`src/rtl/uart_lc_pkg.sv`:
```
package uart_lc_pkg;
  localparam int HALVES_W = 5;

  // Character length counted in half-bit periods.
  function automatic logic [HALVES_W-1:0] frame_halves(input logic [3:0] data_bits,
                                                       input logic       parity_en,
                                                       input logic [1:0] stop_half);
    return HALVES_W'(2 + 2 * int'(data_bits) + 2 * int'(parity_en) + int'(stop_half));
  endfunction
endpackage

```
`src/rtl/uart_lc_frame_len.sv`:
```
module uart_lc_frame_len
  import uart_lc_pkg::*;
#(
  parameter int DIV_W = 12,
  parameter int CNT_W = 16
) (
  input  logic             clk,
  input  logic             rst_n,
  input  logic [3:0]       data_bits_i,
  input  logic             parity_en_i,
  input  logic [1:0]       stop_half_i,
  input  logic [DIV_W-1:0] bit_clks_i,
  output logic [CNT_W-1:0] frame_len_o,
  output logic [DIV_W-1:0] half_bit_o
);
  localparam int PROD_W = DIV_W + HALVES_W;

  logic [PROD_W-1:0] prod;
  logic [PROD_W:0]   rounded;
  logic [CNT_W-1:0]  len_c;
  logic [DIV_W:0]    half_c;

  always_comb begin
    prod    = PROD_W'(frame_halves(data_bits_i, parity_en_i, stop_half_i)) * PROD_W'(bit_clks_i);
    rounded = ({1'b0, prod} + (PROD_W + 1)'(1)) >> 1;
    half_c  = ({1'b0, bit_clks_i} + (DIV_W + 1)'(1)) >> 1;
  end

  generate
    if (PROD_W + 1 > CNT_W) begin : g_clamp
      assign len_c = (|rounded[PROD_W:CNT_W]) ? {CNT_W{1'b1}} : rounded[CNT_W-1:0];
    end else begin : g_fit
      assign len_c = CNT_W'(rounded);
    end
  endgenerate

  always_ff @(posedge clk or negedge rst_n) begin
    if (!rst_n) begin
      frame_len_o <= '0;
      half_bit_o  <= '0;
    end else begin
      frame_len_o <= len_c;
      half_bit_o  <= half_c[DIV_W-1:0];
    end
  end
endmodule

```
`src/rtl/uart_lc_break_det.sv`:
```
module uart_lc_break_det #(
  parameter int CNT_W = 16
) (
  input  logic             clk,
  input  logic             rst_n,
  input  logic             line_i,
  input  logic [CNT_W-1:0] frame_len_i,
  output logic             break_o,
  output logic [CNT_W-1:0] break_len_o,
  output logic [CNT_W-1:0] low_run_o
);
  localparam logic [CNT_W-1:0] CNT_MAX = {CNT_W{1'b1}};

  logic line_q;

  always_ff @(posedge clk or negedge rst_n) begin
    if (!rst_n) begin
      line_q      <= 1'b1;
      low_run_o   <= '0;
      break_o     <= 1'b0;
      break_len_o <= '0;
    end else begin
      line_q  <= line_i;
      break_o <= 1'b0;
      if (!line_i) begin
        if (line_q)                low_run_o <= CNT_W'(1);
        else if (low_run_o != CNT_MAX) low_run_o <= low_run_o + CNT_W'(1);
      end else if (!line_q && (low_run_o >= frame_len_i)) begin
        break_o     <= 1'b1;
        break_len_o <= low_run_o;
      end
    end
  end
endmodule

```
`src/rtl/uart_lc_idle_det.sv`:
```
module uart_lc_idle_det #(
  parameter int DIV_W = 12,
  parameter int CNT_W = 16
) (
  input  logic             clk,
  input  logic             rst_n,
  input  logic             line_i,
  input  logic [CNT_W-1:0] frame_len_i,
  input  logic [DIV_W-1:0] half_bit_i,
  input  logic             frame_end_i,
  input  logic             start_reject_i,
  output logic             idle_o
);
  localparam int TW = CNT_W + 1;

  logic          running;
  logic [TW-1:0] elapsed;
  logic [TW-1:0] target;
  logic [TW-1:0] elapsed_nx;

  assign elapsed_nx = elapsed + TW'(1);

  always_ff @(posedge clk or negedge rst_n) begin
    if (!rst_n) begin
      running <= 1'b0;
      elapsed <= '0;
      target  <= '0;
      idle_o  <= 1'b0;
    end else begin
      idle_o <= 1'b0;
      if (!line_i) begin
        running <= 1'b0;
      end else if (frame_end_i || !running) begin
        running <= 1'b1;
        elapsed <= '0;
        target  <= TW'(frame_len_i);
      end else if (start_reject_i) begin
        elapsed <= '0;
        target  <= TW'(frame_len_i) + TW'(half_bit_i);
      end else if (elapsed_nx >= target) begin
        idle_o  <= 1'b1;
        elapsed <= '0;
        target  <= TW'(frame_len_i);
      end else begin
        elapsed <= elapsed_nx;
      end
    end
  end
endmodule

```
`src/rtl/uart_line_cond.sv`:
```
module uart_line_cond #(
  parameter int DIV_W = 12,
  parameter int CNT_W = 16
) (
  input  logic             clk,
  input  logic             rst_n,
  input  logic             line_i,
  input  logic [3:0]       data_bits_i,
  input  logic             parity_en_i,
  input  logic [1:0]       stop_half_i,
  input  logic [DIV_W-1:0] bit_clks_i,
  input  logic             frame_end_i,
  input  logic             start_reject_i,
  output logic             break_o,
  output logic [CNT_W-1:0] break_len_o,
  output logic             idle_o
);
  logic [CNT_W-1:0] frame_len_w;
  logic [DIV_W-1:0] half_bit_w;
  logic [CNT_W-1:0] low_run_w;

  uart_lc_frame_len #(.DIV_W(DIV_W), .CNT_W(CNT_W)) u_len (
    .clk(clk), .rst_n(rst_n), .data_bits_i(data_bits_i), .parity_en_i(parity_en_i),
    .stop_half_i(stop_half_i), .bit_clks_i(bit_clks_i),
    .frame_len_o(frame_len_w), .half_bit_o(half_bit_w)
  );

  uart_lc_break_det #(.CNT_W(CNT_W)) u_brk (
    .clk(clk), .rst_n(rst_n), .line_i(line_i), .frame_len_i(frame_len_w),
    .break_o(break_o), .break_len_o(break_len_o), .low_run_o(low_run_w)
  );

  uart_lc_idle_det #(.DIV_W(DIV_W), .CNT_W(CNT_W)) u_idle (
    .clk(clk), .rst_n(rst_n), .line_i(line_i), .frame_len_i(frame_len_w),
    .half_bit_i(half_bit_w), .frame_end_i(frame_end_i),
    .start_reject_i(start_reject_i), .idle_o(idle_o)
  );
endmodule

```
`config.mk`:
```
export PLATFORM = sky130hd
export DESIGN_NAME = uart_line_cond
export DESIGN_NICKNAME = d
export VERILOG_FILES = /design/src/rtl/uart_lc_pkg.sv /design/src/rtl/uart_lc_frame_len.sv /design/src/rtl/uart_lc_break_det.sv /design/src/rtl/uart_lc_idle_det.sv /design/src/rtl/uart_line_cond.sv
export SDC_FILE = /design/constraint.sdc
export NUM_CORES = 1
export LEC_CHECK = 0
export CORE_ASPECT_RATIO = 0.5
export CORE_UTILIZATION = 30
export CTS_BUF_LIST = sky130_fd_sc_hd__clkbuf_16
export DETAILED_ROUTE_END_ITERATION = 12
export GPL_TIMING_DRIVEN = 0
export PLACE_DENSITY_LB_ADDON = 0.15
export SYNTH_ARGS = -nofsm -noshare
export SYNTH_HDL_FRONTEND = slang
export SYNTH_HIERARCHICAL = 1
export SYNTH_SLANG_ARGS = --single-unit
```
`constraint.sdc`:
```
create_clock -name clk -period 3.3 [get_ports clk]
set_clock_uncertainty 0.15 [all_clocks]
set_input_delay 0.33 -clock clk [delete_from_list [all_inputs] [get_ports clk]]
set_output_delay 0.33 -clock clk [all_outputs]
set_load 0.05 [all_outputs]
```
==> impl_results.md <==
- Crit end category: flip-flop
- Yosys reg bits: approximately 100
- Status: complete, but fails checks
- Asr flop ratio synth: 1.00
- Min setup slack post-route: -1350 ps
- Htree depth: 3
- Layout Utilization: 0.393
- Setup CP Type: in -> reg
- Synth cell types: 70
- TritonCTS Buffers: 9
- Cell Area, Synth: 8640 um2
- IO Port Bufs: 36
- Synth top area cells: dfrtp_1, ha_1, fa_1
- Leakage power: roughly 5 nW
- Min Tclk post-route: 4650 ps
- Initial DRC count: about 400
- Synth warn: 6
- Worst EP arrival: around 4700 ps
- Die W: ~240 um
- Area of the multi-input gates: 6160 um2
- GRT Util Overall: 0.158
- Worst EP required: approximately 3400 ps
- Unrepaired setup endpoints after global routing: yes
- NumNets Final: 1244
- Share of layout cells above drive strength 1: 0.198
- Pin count of the biggest net entering global routing: 52
- Max-cap violation count: 0
- Worst-Skew Late Latency: 360 ps
- Gp weighted congestion: between 0.8 and 0.9
- Top_reg_cell synth: dfrtp_1
- First-pass DRT Iterations: 5
- DRT antenna net count: 0
- Max stage delay on crit path: a little over 500 ps
- Post-synth EDFFs: 0
- Worst min path class: in -> reg
- Total Power: between 0.007 and 0.008 W
- Register area: 2450 um2
- Via count: approximately 7400
- Fin. Hold Viols: 0
- Remaining DRCs: 0
- Final-report max-slew violation count: 0
- Biggest area consumer among synthesized cells: dfrtp_1
- Period utilisation layout: 1.41
- P&R area growth vs syn: 27.4%
- DR WL/cell: ~16 um
- Final HPWL DP: around 17000 um
- Worst VDD drop: approximately 0.26 mV
- Fin area: roughly 11000 um2
- Worst-margin pin slew: 619 ps
- Worst-path clk slew: 70 ps
- Root buffer cell: clkbuf_16
- Slew headroom: 0.587
- CTS Sinks: 98
- Cell row count: 43
- Final wirelength: 23300 um
- Area of the die: roughly 30000 um2
- Post-place instance area: just under 10000 um2
- Post-synth top cells: nand2_1, inv_1, dfrtp_1
- Mapped Cells: 1008
- Top-area cell type share of the netlist area: 0.281
- Startpoint types: input pin
- Syn_nets: 1145
- Most frequent cell after synthesis: nand2_1
- CP max stage cell: fa_1
- Pwr/cell area: approximately 640 nW/um2
- Seq/Total Area, Yosys: 0.284
- # setup viols final: 24
- Failing checks: negative setup slack
- Die extent in y: approximately 120 um
- Vias in the first global route: between 7000 and 8000
- FMAX: ~220 MHz
- First-pass GRT wire length: ~38000 um
- Ant. Diodes: 0
- Number of fill cells: roughly 2800
- Crit-path cells: buf_8 -> ha_4 -> or2_4 -> ha_4 -> a21oi_2 -> nor2b_2 -> xnor2_2 -> clkbuf_8 -> nor2b_4 -> fa_1 -> fa_1 -> inv_1 -> fa_1 -> inv_2 -> ha_4 -> a21oi_4 -> o21ai_4 -> o21ai_4 -> nand4_2 -> a31oi_4 -> or4b_4
- Core footprint: 28000 um2
- Mapped Avg Cell Area: roughly 8.6 um2
- CP max FO: 8
- Initial antenna violation count: 0
- CTS tree: yes
- Clock tree buffer depth: 2
- GRT overflow: 0
- Initial Util: 0.309
- Via/cell ratio: approximately 4.9
- I/O pin cnt: 42
path summary, 6_finish.rpt:
check | from | endpoint | slack, ps | depth (start not counted)
worst max register to register | u_idle/elapsed[7] | u_idle/elapsed[1] | -40 | 14
max in group asynchronous | rst_n | u_brk/line_q | 1870 | 3
worst min register to register | u_idle/elapsed[16] | u_idle/elapsed[16] | 370 | 1
worst min-delay path | bit_clks_i[5] | u_len/half_bit_o[4] | 260 | 2
min in group asynchronous | rst_n | u_len/frame_len_o[13] | 380 | 2
worst max-delay path | stop_half_i[1] | u_len/frame_len_o[14] | -1350 | 21
cell families after synthesis:
family | after synthesis | share of synthesized area
AND/OR/NAND/NOR | 356 | 0.203
AO/OA/AOI/OAI | 226 | 0.186
buffers and inverters | 154 | 0.0727
flip-flops | 98 | 0.284
XOR/XNOR | 53 | 0.0537
adder cells (fa/ha/maj) | 113 | 0.191
multiplexers | 8 | 0.00942
stage by stage:
step / hold slack [ps] / setup TNS, ps / worst slack, ps / instances
2_1_floorplan: -116 / -20470 / -1490 / 1008
3_3_place_gp: 336 / -267640 / -2720 / 1426
3_5_place_dp: 246 / -51180 / -2770 / 1427
4_1_cts: 250 / -19580 / -1360 / 1469
5_1_grt: 264 / -25890 / -1510 / 1493
6_report: 263 / -19830 / -1350 / 1493
final cells by class:
class | count | share of cell area
buffer | 47 | 0.0264
inverter | 107 | 0.0372
timing repair buffer | 88 | 0.0788
clock inverter | 6 | 0.0105
multi-input combinational | 756 | 0.560
clock buffer | 9 | 0.0205
tap | 382 | 0.0434
sequential | 98 | 0.223
routing by layer:
metal,share of wire,vias to the layer above,global-route usage
met5,0,-,0
met4,0.0081,0,0.0309
met3,0.026,12,0.0223
met2,0.47,113,0.258
met1,0.50,3556,0.222
li1,-,3681,-
power breakdown:
group | internal [W] | switching [W] | leakage [nW] | total (W)
Clock | 0.000742 | 0.000504 | 0.162 | 0.00125
Combinational | 0.00181 | 0.00236 | 3.68 | 0.00417
Sequential | 0.00143 | 0.000222 | 1.17 | 0.00165
Total | 0.00398 | 0.00309 | 5.02 | 0.00707
cells in the final DEF (no fill, tap or decap), drive strengths merged, types with 44 or more instances in the layout:
cell type  Yosys  final
nand3         47     47
buf           15     68
ha            82     82
inv          107    108
clkbuf        32     44
a21oi         57     57
nor2          74     74
dfrtp         97     97
nand2        108    108
what timing repair did:
action,CTS,global route
resized for setup,73,89
endpoints found under the setup margin,50,50
hold buffers,1,0
gates cloned,0,4
buffers inserted,26,20
endpoints found under the hold margin,47,0
pin swaps,32,39
registers in the layout (all words and copies together) (netlist names):
register,count
u_idle/idle_o,1
u_idle/elapsed,17
u_idle/target,17
u_brk/low_run_o,16
u_len/half_bit_o,12
u_len/frame_len_o,16
u_idle/running,1
u_brk/line_q,1
u_brk/break_len_o,16
u_brk/break_o,1
critical path, delay by kind of cell:
kind,cells,cell delay (ps)
adder cells (fa/ha/maj),6,2050
AND/OR/NAND/NOR,5,1000
AO/OA/AOI/OAI,5,760
buffers and inverters,4,400
XOR/XNOR,1,190
No activity file was read; power rests on OpenSTA's default activity.
